===== config.mk =====
export PLATFORM = sky130hd
export DESIGN_NAME = i2c_txm
export DESIGN_NICKNAME = d
export VERILOG_FILES = /design/src/rtl/i2c_txm_pkg.sv /design/src/rtl/i2c_txm_tick.sv /design/src/rtl/i2c_txm_regs.sv /design/src/rtl/i2c_txm_fsm.sv /design/src/rtl/i2c_txm.sv
export SDC_FILE = /design/constraint.sdc
export NUM_CORES = 1
export LEC_CHECK = 0
export ABC_AREA = 1
export BUFFER_PORTS_ARGS = -buffer_cell sky130_fd_sc_hd__buf_2
export CAP_MARGIN = 15
export CORE_MARGIN = 4
export CORE_UTILIZATION = 35
export DETAILED_ROUTE_END_ITERATION = 7
export GPL_TIMING_DRIVEN = 0
export PLACE_DENSITY_LB_ADDON = 0.2
export SYNTH_ARGS = -nofsm -noshare
export SYNTH_HDL_FRONTEND = slang
export SYNTH_HIERARCHICAL = 1
export SYNTH_SLANG_ARGS = --single-unit
export TNS_END_PERCENT = 30

===== constraint.sdc =====
create_clock -name clk -period 2.9 [get_ports clk]
set_clock_uncertainty 0.1 [all_clocks]
set_input_delay 0.145 -clock clk [delete_from_list [all_inputs] [get_ports clk]]
set_output_delay 0.145 -clock clk [all_outputs]
set_load 0.02 [all_outputs]

===== src/rtl/i2c_txm_pkg.sv =====
package i2c_txm_pkg;

    typedef enum logic [2:0] {
        ST_IDLE   = 3'd0,
        ST_START  = 3'd1,
        ST_RSTART = 3'd2,
        ST_BIT    = 3'd3,
        ST_ACK    = 3'd4,
        ST_HOLD   = 3'd5,
        ST_STOP   = 3'd6
    } txm_state_t;

    localparam int CTL_EN    = 7;
    localparam int CTL_TXIE  = 6;
    localparam int CTL_START = 5;
    localparam int CTL_STOP  = 4;

    localparam int STS_EMPTY   = 7;
    localparam int STS_NACK    = 6;
    localparam int STS_LASTACK = 5;
    localparam int STS_BUSY    = 4;

endpackage


===== src/rtl/i2c_txm_tick.sv =====
module i2c_txm_tick #(
    parameter int DIV_W = 8
) (
    input  logic             clk,
    input  logic             rst_n,
    input  logic             run,
    input  logic [DIV_W-1:0] div,
    output logic [1:0]       phase,
    output logic             slot_end
);
    logic [DIV_W-1:0] cnt_q;
    logic             tick;

    assign tick     = run && (cnt_q == div);
    assign slot_end = tick && (phase == 2'd3);

    always_ff @(posedge clk) begin
        if (!rst_n || !run) begin
            cnt_q <= '0;
            phase <= 2'd0;
        end else if (tick) begin
            cnt_q <= '0;
            phase <= phase + 2'd1;
        end else begin
            cnt_q <= cnt_q + 1'b1;
        end
    end

    // the bit timing advances only on a divider tick
    a_r3_phase_on_tick: assert property (@(posedge clk) disable iff (!rst_n)
        (run && $past(run) && (phase != $past(phase))) |-> $past(tick));

endmodule


===== src/rtl/i2c_txm_regs.sv =====
module i2c_txm_regs
    import i2c_txm_pkg::*;
(
    input  logic       clk,
    input  logic       rst_n,
    input  logic       wr_en,
    input  logic       wr_addr,
    input  logic [7:0] wr_data,
    input  logic       rd_addr,
    input  logic       consume,
    input  logic       clr_start,
    input  logic       clr_stop,
    input  logic       ack_valid,
    input  logic       ack_val,
    input  logic       nack_evt,
    input  logic       busy,
    output logic       en,
    output logic       start_req,
    output logic       stop_req,
    output logic       data_full,
    output logic       nack_pend,
    output logic [7:0] tx_byte,
    output logic [7:0] rd_data,
    output logic       irq
);
    logic txie, empty_q, last_ack_q;
    logic ctl_wr, dat_wr;

    assign ctl_wr    = wr_en && (wr_addr == 1'b0);
    assign dat_wr    = wr_en && (wr_addr == 1'b1);
    assign data_full = !empty_q;

    always_ff @(posedge clk) begin
        if (!rst_n) begin
            en        <= 1'b0;
            txie      <= 1'b0;
            start_req <= 1'b0;
            stop_req  <= 1'b0;
        end else if (ctl_wr) begin
            en        <= wr_data[CTL_EN];
            txie      <= wr_data[CTL_TXIE];
            start_req <= wr_data[CTL_START];
            stop_req  <= wr_data[CTL_STOP];
        end else begin
            if (clr_start) start_req <= 1'b0;
            if (clr_stop)  stop_req  <= 1'b0;
        end
    end

    always_ff @(posedge clk) begin
        if (!rst_n) begin
            tx_byte <= '0;
            empty_q <= 1'b1;
        end else if (dat_wr) begin
            tx_byte <= wr_data;
            empty_q <= 1'b0;
        end else if (consume) begin
            empty_q <= 1'b1;
        end
    end

    always_ff @(posedge clk) begin
        if (!rst_n) begin
            nack_pend  <= 1'b0;
            last_ack_q <= 1'b0;
        end else begin
            if (ack_valid) last_ack_q <= ack_val;
            if (nack_evt)  nack_pend  <= 1'b1;
            if (ctl_wr && (wr_data[CTL_START] || wr_data[CTL_STOP] || !wr_data[CTL_EN]))
                nack_pend <= 1'b0;
        end
    end

    assign irq = en && ((txie && empty_q) || nack_pend);

    always_comb begin
        rd_data = '0;
        if (rd_addr == 1'b0) begin
            rd_data[CTL_EN]    = en;
            rd_data[CTL_TXIE]  = txie;
            rd_data[CTL_START] = start_req;
            rd_data[CTL_STOP]  = stop_req;
        end else begin
            rd_data[STS_EMPTY]   = empty_q;
            rd_data[STS_NACK]    = nack_pend;
            rd_data[STS_LASTACK] = last_ack_q;
            rd_data[STS_BUSY]    = busy;
        end
    end

    // the flag only rises after an acknowledge slot that saw a NACK
    a_r8_nack_from_slot: assert property (@(posedge clk) disable iff (!rst_n)
        $rose(nack_pend) |-> ($past(ack_valid) && $past(ack_val)));

endmodule


===== src/rtl/i2c_txm_fsm.sv =====
module i2c_txm_fsm
    import i2c_txm_pkg::*;
(
    input  logic       clk,
    input  logic       rst_n,
    input  logic       en,
    input  logic [1:0] phase,
    input  logic       slot_end,
    input  logic       sda_i,
    input  logic       start_req,
    input  logic       stop_req,
    input  logic       data_full,
    input  logic       nack_pend,
    input  logic [7:0] tx_byte,
    output txm_state_t state,
    output logic       busy,
    output logic       consume,
    output logic       clr_start,
    output logic       clr_stop,
    output logic       ack_valid,
    output logic       ack_val,
    output logic       nack_evt,
    output logic       scl_low,
    output logic       sda_low
);
    txm_state_t next;
    logic [7:0] shreg;
    logic [2:0] bit_cnt;
    logic       scl_q, sda_q, scl_d, sda_d, scl_hi_ph;

    // state register
    always_ff @(posedge clk) begin
        if (!rst_n) state <= ST_IDLE;
        else        state <= next;
    end

    always_comb begin
        next = state;
        unique case (state)
            ST_IDLE:   if (slot_end && start_req && data_full) next = ST_START;
            ST_START:  if (slot_end) next = ST_BIT;
            ST_RSTART: if (slot_end) next = ST_BIT;
            ST_BIT:    if (slot_end && bit_cnt == 3'd0) next = ST_ACK;
            ST_ACK: if (slot_end) begin
                if (stop_req)                    next = ST_STOP;
                else if (start_req)              next = data_full ? ST_RSTART : ST_HOLD;
                else if (!sda_i && data_full)    next = ST_BIT;
                else                             next = ST_HOLD;
            end
            ST_HOLD: if (slot_end) begin
                if (stop_req)                            next = ST_STOP;
                else if (start_req && data_full)         next = ST_RSTART;
                else if (!start_req && !nack_pend && data_full) next = ST_BIT;
            end
            ST_STOP:   if (slot_end) next = ST_IDLE;
            default:   next = ST_IDLE;
        endcase
        if (!en) next = ST_IDLE;
    end

    // shift register and bit counter
    always_ff @(posedge clk) begin
        if (!rst_n) begin
            shreg   <= '0;
            bit_cnt <= '0;
        end else if (slot_end && next == ST_BIT && state != ST_BIT) begin
            shreg   <= tx_byte;
            bit_cnt <= 3'd7;
        end else if (slot_end && state == ST_BIT) begin
            shreg   <= {shreg[6:0], 1'b0};
            bit_cnt <= bit_cnt - 3'd1;
        end
    end

    assign busy      = (state != ST_IDLE);
    assign consume   = slot_end && (state == ST_BIT) && (bit_cnt == 3'd7);
    assign clr_start = slot_end && (state == ST_START || state == ST_RSTART);
    assign clr_stop  = slot_end && (state == ST_STOP);
    assign ack_valid = slot_end && (state == ST_ACK);
    assign ack_val   = sda_i;
    assign nack_evt  = ack_valid && sda_i && !start_req && !stop_req;

    // output decode: line levels, 1 = released
    assign scl_hi_ph = (phase >= 2'd2);
    always_comb begin
        scl_d = 1'b1;
        sda_d = sda_q;
        unique case (state)
            ST_IDLE:   begin scl_d = 1'b1;      sda_d = 1'b1; end
            ST_START:  begin scl_d = 1'b1;      sda_d = (phase != 2'd3); end
            ST_RSTART: begin scl_d = scl_hi_ph; if (phase != 2'd0) sda_d = (phase != 2'd3); end
            ST_BIT:    begin scl_d = scl_hi_ph; if (phase != 2'd0) sda_d = shreg[7]; end
            ST_ACK:    begin scl_d = scl_hi_ph; if (phase != 2'd0) sda_d = 1'b1; end
            ST_HOLD:   begin scl_d = 1'b0; end
            ST_STOP:   begin scl_d = scl_hi_ph; if (phase != 2'd0) sda_d = (phase == 2'd3); end
            default:   begin scl_d = 1'b1;      sda_d = 1'b1; end
        endcase
    end

    always_ff @(posedge clk) begin
        if (!rst_n) begin
            scl_q <= 1'b1;
            sda_q <= 1'b1;
        end else begin
            scl_q <= scl_d;
            sda_q <= sda_d;
        end
    end

    assign scl_low = !scl_q;
    assign sda_low = !sda_q;

    // SDA moves under a high SCL only while forming START/RSTART/STOP
    a_r3_sda_stable_while_scl_high: assert property (@(posedge clk) disable iff (!rst_n)
        ($past(en) && scl_q && $past(scl_q) && (sda_q != $past(sda_q)))
        |-> ($past(state) == ST_START || $past(state) == ST_RSTART || $past(state) == ST_STOP));

    // a parked bus keeps SCL low
    a_r8_hold_keeps_scl_low: assert property (@(posedge clk) disable iff (!rst_n)
        (state == ST_HOLD && $past(state) == ST_HOLD) |-> scl_low);

endmodule


===== src/rtl/i2c_txm.sv =====
module i2c_txm
    import i2c_txm_pkg::*;
#(
    parameter int DIV_W = 8
) (
    input  logic             clk,
    input  logic             rst_n,
    input  logic [DIV_W-1:0] clk_div,
    input  logic             wr_en,
    input  logic             wr_addr,
    input  logic [7:0]       wr_data,
    input  logic             rd_addr,
    output logic [7:0]       rd_data,
    output logic             irq,
    output logic             scl_low,
    output logic             sda_low,
    input  logic             sda_i
);
    logic [1:0] phase;
    logic       slot_end, en, start_req, stop_req, data_full, nack_pend;
    logic       busy, consume, clr_start, clr_stop, ack_valid, ack_val, nack_evt;
    logic [7:0] tx_byte;
    txm_state_t state;

    i2c_txm_tick #(.DIV_W(DIV_W)) u_tick (
        .clk(clk), .rst_n(rst_n), .run(en), .div(clk_div),
        .phase(phase), .slot_end(slot_end)
    );

    i2c_txm_regs u_regs (
        .clk(clk), .rst_n(rst_n), .wr_en(wr_en), .wr_addr(wr_addr),
        .wr_data(wr_data), .rd_addr(rd_addr), .consume(consume),
        .clr_start(clr_start), .clr_stop(clr_stop), .ack_valid(ack_valid),
        .ack_val(ack_val), .nack_evt(nack_evt), .busy(busy), .en(en),
        .start_req(start_req), .stop_req(stop_req), .data_full(data_full),
        .nack_pend(nack_pend), .tx_byte(tx_byte), .rd_data(rd_data), .irq(irq)
    );

    i2c_txm_fsm u_fsm (
        .clk(clk), .rst_n(rst_n), .en(en), .phase(phase), .slot_end(slot_end),
        .sda_i(sda_i), .start_req(start_req), .stop_req(stop_req),
        .data_full(data_full), .nack_pend(nack_pend), .tx_byte(tx_byte),
        .state(state), .busy(busy), .consume(consume), .clr_start(clr_start),
        .clr_stop(clr_stop), .ack_valid(ack_valid), .ack_val(ack_val),
        .nack_evt(nack_evt), .scl_low(scl_low), .sda_low(sda_low)
    );

    // the data register empties only at the end of a bit slot
    a_r5_empty_after_bit: assert property (@(posedge clk) disable iff (!rst_n)
        $fell(data_full) |-> ($past(state) == ST_BIT));

    // a stop request disappears without a write only as STOP completes
    a_r7_stop_self_clear: assert property (@(posedge clk) disable iff (!rst_n)
        ($fell(stop_req) && !$past(wr_en && !wr_addr)) |-> ($past(state) == ST_STOP));

    // a pending request masks the not-acknowledge flag
    a_r6_nack_masked: assert property (@(posedge clk) disable iff (!rst_n)
        $rose(nack_pend) |-> (!$past(start_req) && !$past(stop_req)));

endmodule


==> flow_summary.ini <==
[cts]
clk_path_buf_depth = 2
htreeDepth = 2
numClockSinks = 41
cts_tree = done
cts_resized = 0
clkLatencyLatePin_ns = 0.30
path_clk_slew_ns = 0.08
numCtsBuffers = 5
clockRootBuffer = clkbuf_8

[grt]
grt_overflow = 0
grt_max_degree = 14
grt_pass1_vias = 2082
antenna_found_initial = 0
grtUsageTotal_pct = 14.1
grt_pass1_wl_um = 9520

[power_and_ir_drop]
peakVddDrop_mv = 0.229
comb_power_share_pct = 10.1
clkPwrFrac_pct = 40.0
p_leak_nw = 1.36
p_int_mw = 0.881
powerDensity_nw_per_um2 = 404
switching_power_mw = 0.289
p_seq_share_pct = 49.9
netSwitchingFraction_pct = 24.7

[worst_setup_path]
endpoint_kind = flop
path_max_fanout = 10
start_kind = flop
critical_path_class = reg -> reg
cp_data_arrival_time_ns = 2.71
cp.required_ns = 2.97

[final_layout]
fin_nets = 447
drive_above_1_share_pct = 18.5
multi_input_area_um2 = 1330
final_util_pct = 42.7
seq_area_um2 = 821
nFillCells = 740
area_growth_pct = 18.4
stdcell_area_um2 = 2900
antenna_cells = 0

[logic_synthesis]
synth_edf_count = 0
synth_ff_type = dfxtp_1
netlist_area_um2 = 2450
synth_area_leaders = dfxtp_1 34%, nand2_1 14%, nor2_1 9.2%, inv_1 8.1%, nand3_1 5.5%
yosysTopAreaCellShare_pct = 33.5
synthDistinctLibCells = 36
yosysWarnings = 6
synth_area_per_cell_um2 = 6.53
synth-seq-cells = 41
synthTopCellsByCount = 89 x nand2_1, 60 x nor2_1, 53 x inv_1
synthCells = 375
yosysMostFrequentCell = nand2_1
async_flop_share_pct = 0
ys_seq_area_share_pct = 33.5
synth_largest_area_cell = dfxtp_1

[drt]
dr_total_vias = 2284
first_pass_iters = 4
drcViolationCount = 0
wl_um = 5490
detail_route.vias_per_cell = 4.42
drt-wirelength-per-cell_um = 10.6
ant_nets = 0
drtIter0Drc = 127

[sta]
timing.final.crit_share_pct = 91.2
min_period_ns = 2.64
setup_viol = 0
slew_violations = 0
maxSlewHeadroom_pct = 63.2
setup_tns_ns = 0
fmax_ghz = 0.378
max_slew.worst_pin.slew_ns = 0.553
rsz0062_at_grt = no
finalHoldViolCount = 0

[die]
fp-row-count = 30
start_util_pct = 36.0
fp.dieH_um = 91.6
die_area_um2 = 8390
core_area_um2 = 6790
ios = 33
die_w_um = 91.6

[outcome]
status = complete, no violations

[worst_hold_path]
hold_path.class = in -> reg

[flow_run]
maxCapViolations = 0

[placed_design]
postPlaceCellArea_um2 = 2720
place_congestion = 0.831
hpwl_um = 4210
io_buffers = 28
## power groups by stage
stage	registers [mW]	logic, mW	clock network, mW
floorplan	0.594	0.0738	0
global route	0.586	0.136	0.508
CTS	0.583	0.119	0.490
finish	0.583	0.118	0.468
global placement	0.597	0.111	0
detailed placement	0.597	0.113	0
## logic make-up (layout without fill, tap and decap cells)
family	count (synthesis)	in the layout	synth area share [%]
buf+inv	72	115	12.5
flops	41	41	33.5
compound gates	49	49	12.3
simple gates	198	198	35.8
fa+ha+maj	5	5	2.56
other cells	1	4	0.153
xor+xnor	9	9	3.22
## metrics by stage
stage	power, mW	hold WS (ns)	cells	setup slack, ns
final	1.17	0.0256	517	0.257
after CTS	1.19	0.0151	516	0.174
after floorplan	0.668	0.114	378	0.601
after global placement	0.708	0.281	502	0.228
after global routing	1.23	0.0617	517	0.00582
after detailed placement	0.710	0.289	502	0.208
## state kept, by name, indices dropped and copies added (netlist names)
signal and flops:
u_fsm/shreg 8, u_regs/tx_byte 8, u_tick/cnt_q 8, u_fsm/bit_cnt 3, u_fsm/state 3, u_tick/phase 2, u_fsm/scl_q 1, u_fsm/sda_q 1
u_regs/empty_q 1, u_regs/en 1, u_regs/last_ack_q 1, u_regs/nack_pend 1, u_regs/start_req 1, u_regs/stop_req 1, u_regs/txie 1
## critical path, cell delays in order, from the launching register on
cell and delay, ns:
dfxtp_1 0.46, inv_2 0.06, nand2_1 0.05, nand2_1 0.07, nor2_2 0.11, nand3_2 0.15, nor3b_1 0.19, buf_2 0.22
inv_1 0.14, nor2_4 0.17, nor2_2 0.07, a21oi_4 0.26, nand2_4 0.13, buf_6 0.17, nand3_1 0.07, a21oi_1 0.07
## final timing paths
kind | start | to | slack [ns] | depth (start not counted)
setup / recovery | u_tick/cnt_q[6] | u_fsm/shreg[6] | 0.26 | 15
hold / removal | wr_data[5] | u_regs/tx_byte[5] | 0.03 | 3
setup reg to reg | u_tick/cnt_q[6] | u_fsm/shreg[6] | 0.26 | 15
hold reg to reg | u_fsm/shreg[3] | u_fsm/shreg[3] | 0.38 | 2
## per-layer routing
metal	part of all wire, %	wire length, um	vias up	track usage, %
met4	1.7	94	0	5.53
li1	-	-	1248	-
met5	0	0	-	0
met3	5.4	297	10	3.20
met1	51	2790	979	19.4
met2	42	2300	47	21.2
## timing repair
action,in CTS,in global routing
buffers inserted,0,1
setup endpoints to repair,0,7
endpoints found under the hold margin,6,0
hold buffers,6,0
## cell usage in the layout (no fill, tap or decap), drive strengths merged, types with 2 or more instances in the layout
cell         instances
nand2               95
nor2                66
inv                 60
dfxtp               41
buf                 38
nand3               31
o21ai               24
a21oi               21
clkbuf               7
dlygate4sd3          6
xor2                 6
ha                   5
conb                 4
xnor2                3
clkinv               3
nand3b               2
o31ai                2
nor3b                2
## final cells by class
class	count	share of cell area, %
buffer	10	2.33
clock buffer	6	2.50
clock inverter	2	1.34
inverter	62	8.20
multi-input combinational	265	46.0
sequential	41	28.3
tap	96	4.15
timing repair buffer	35	7.17
No activity file was read; power rests on OpenSTA's default activity.
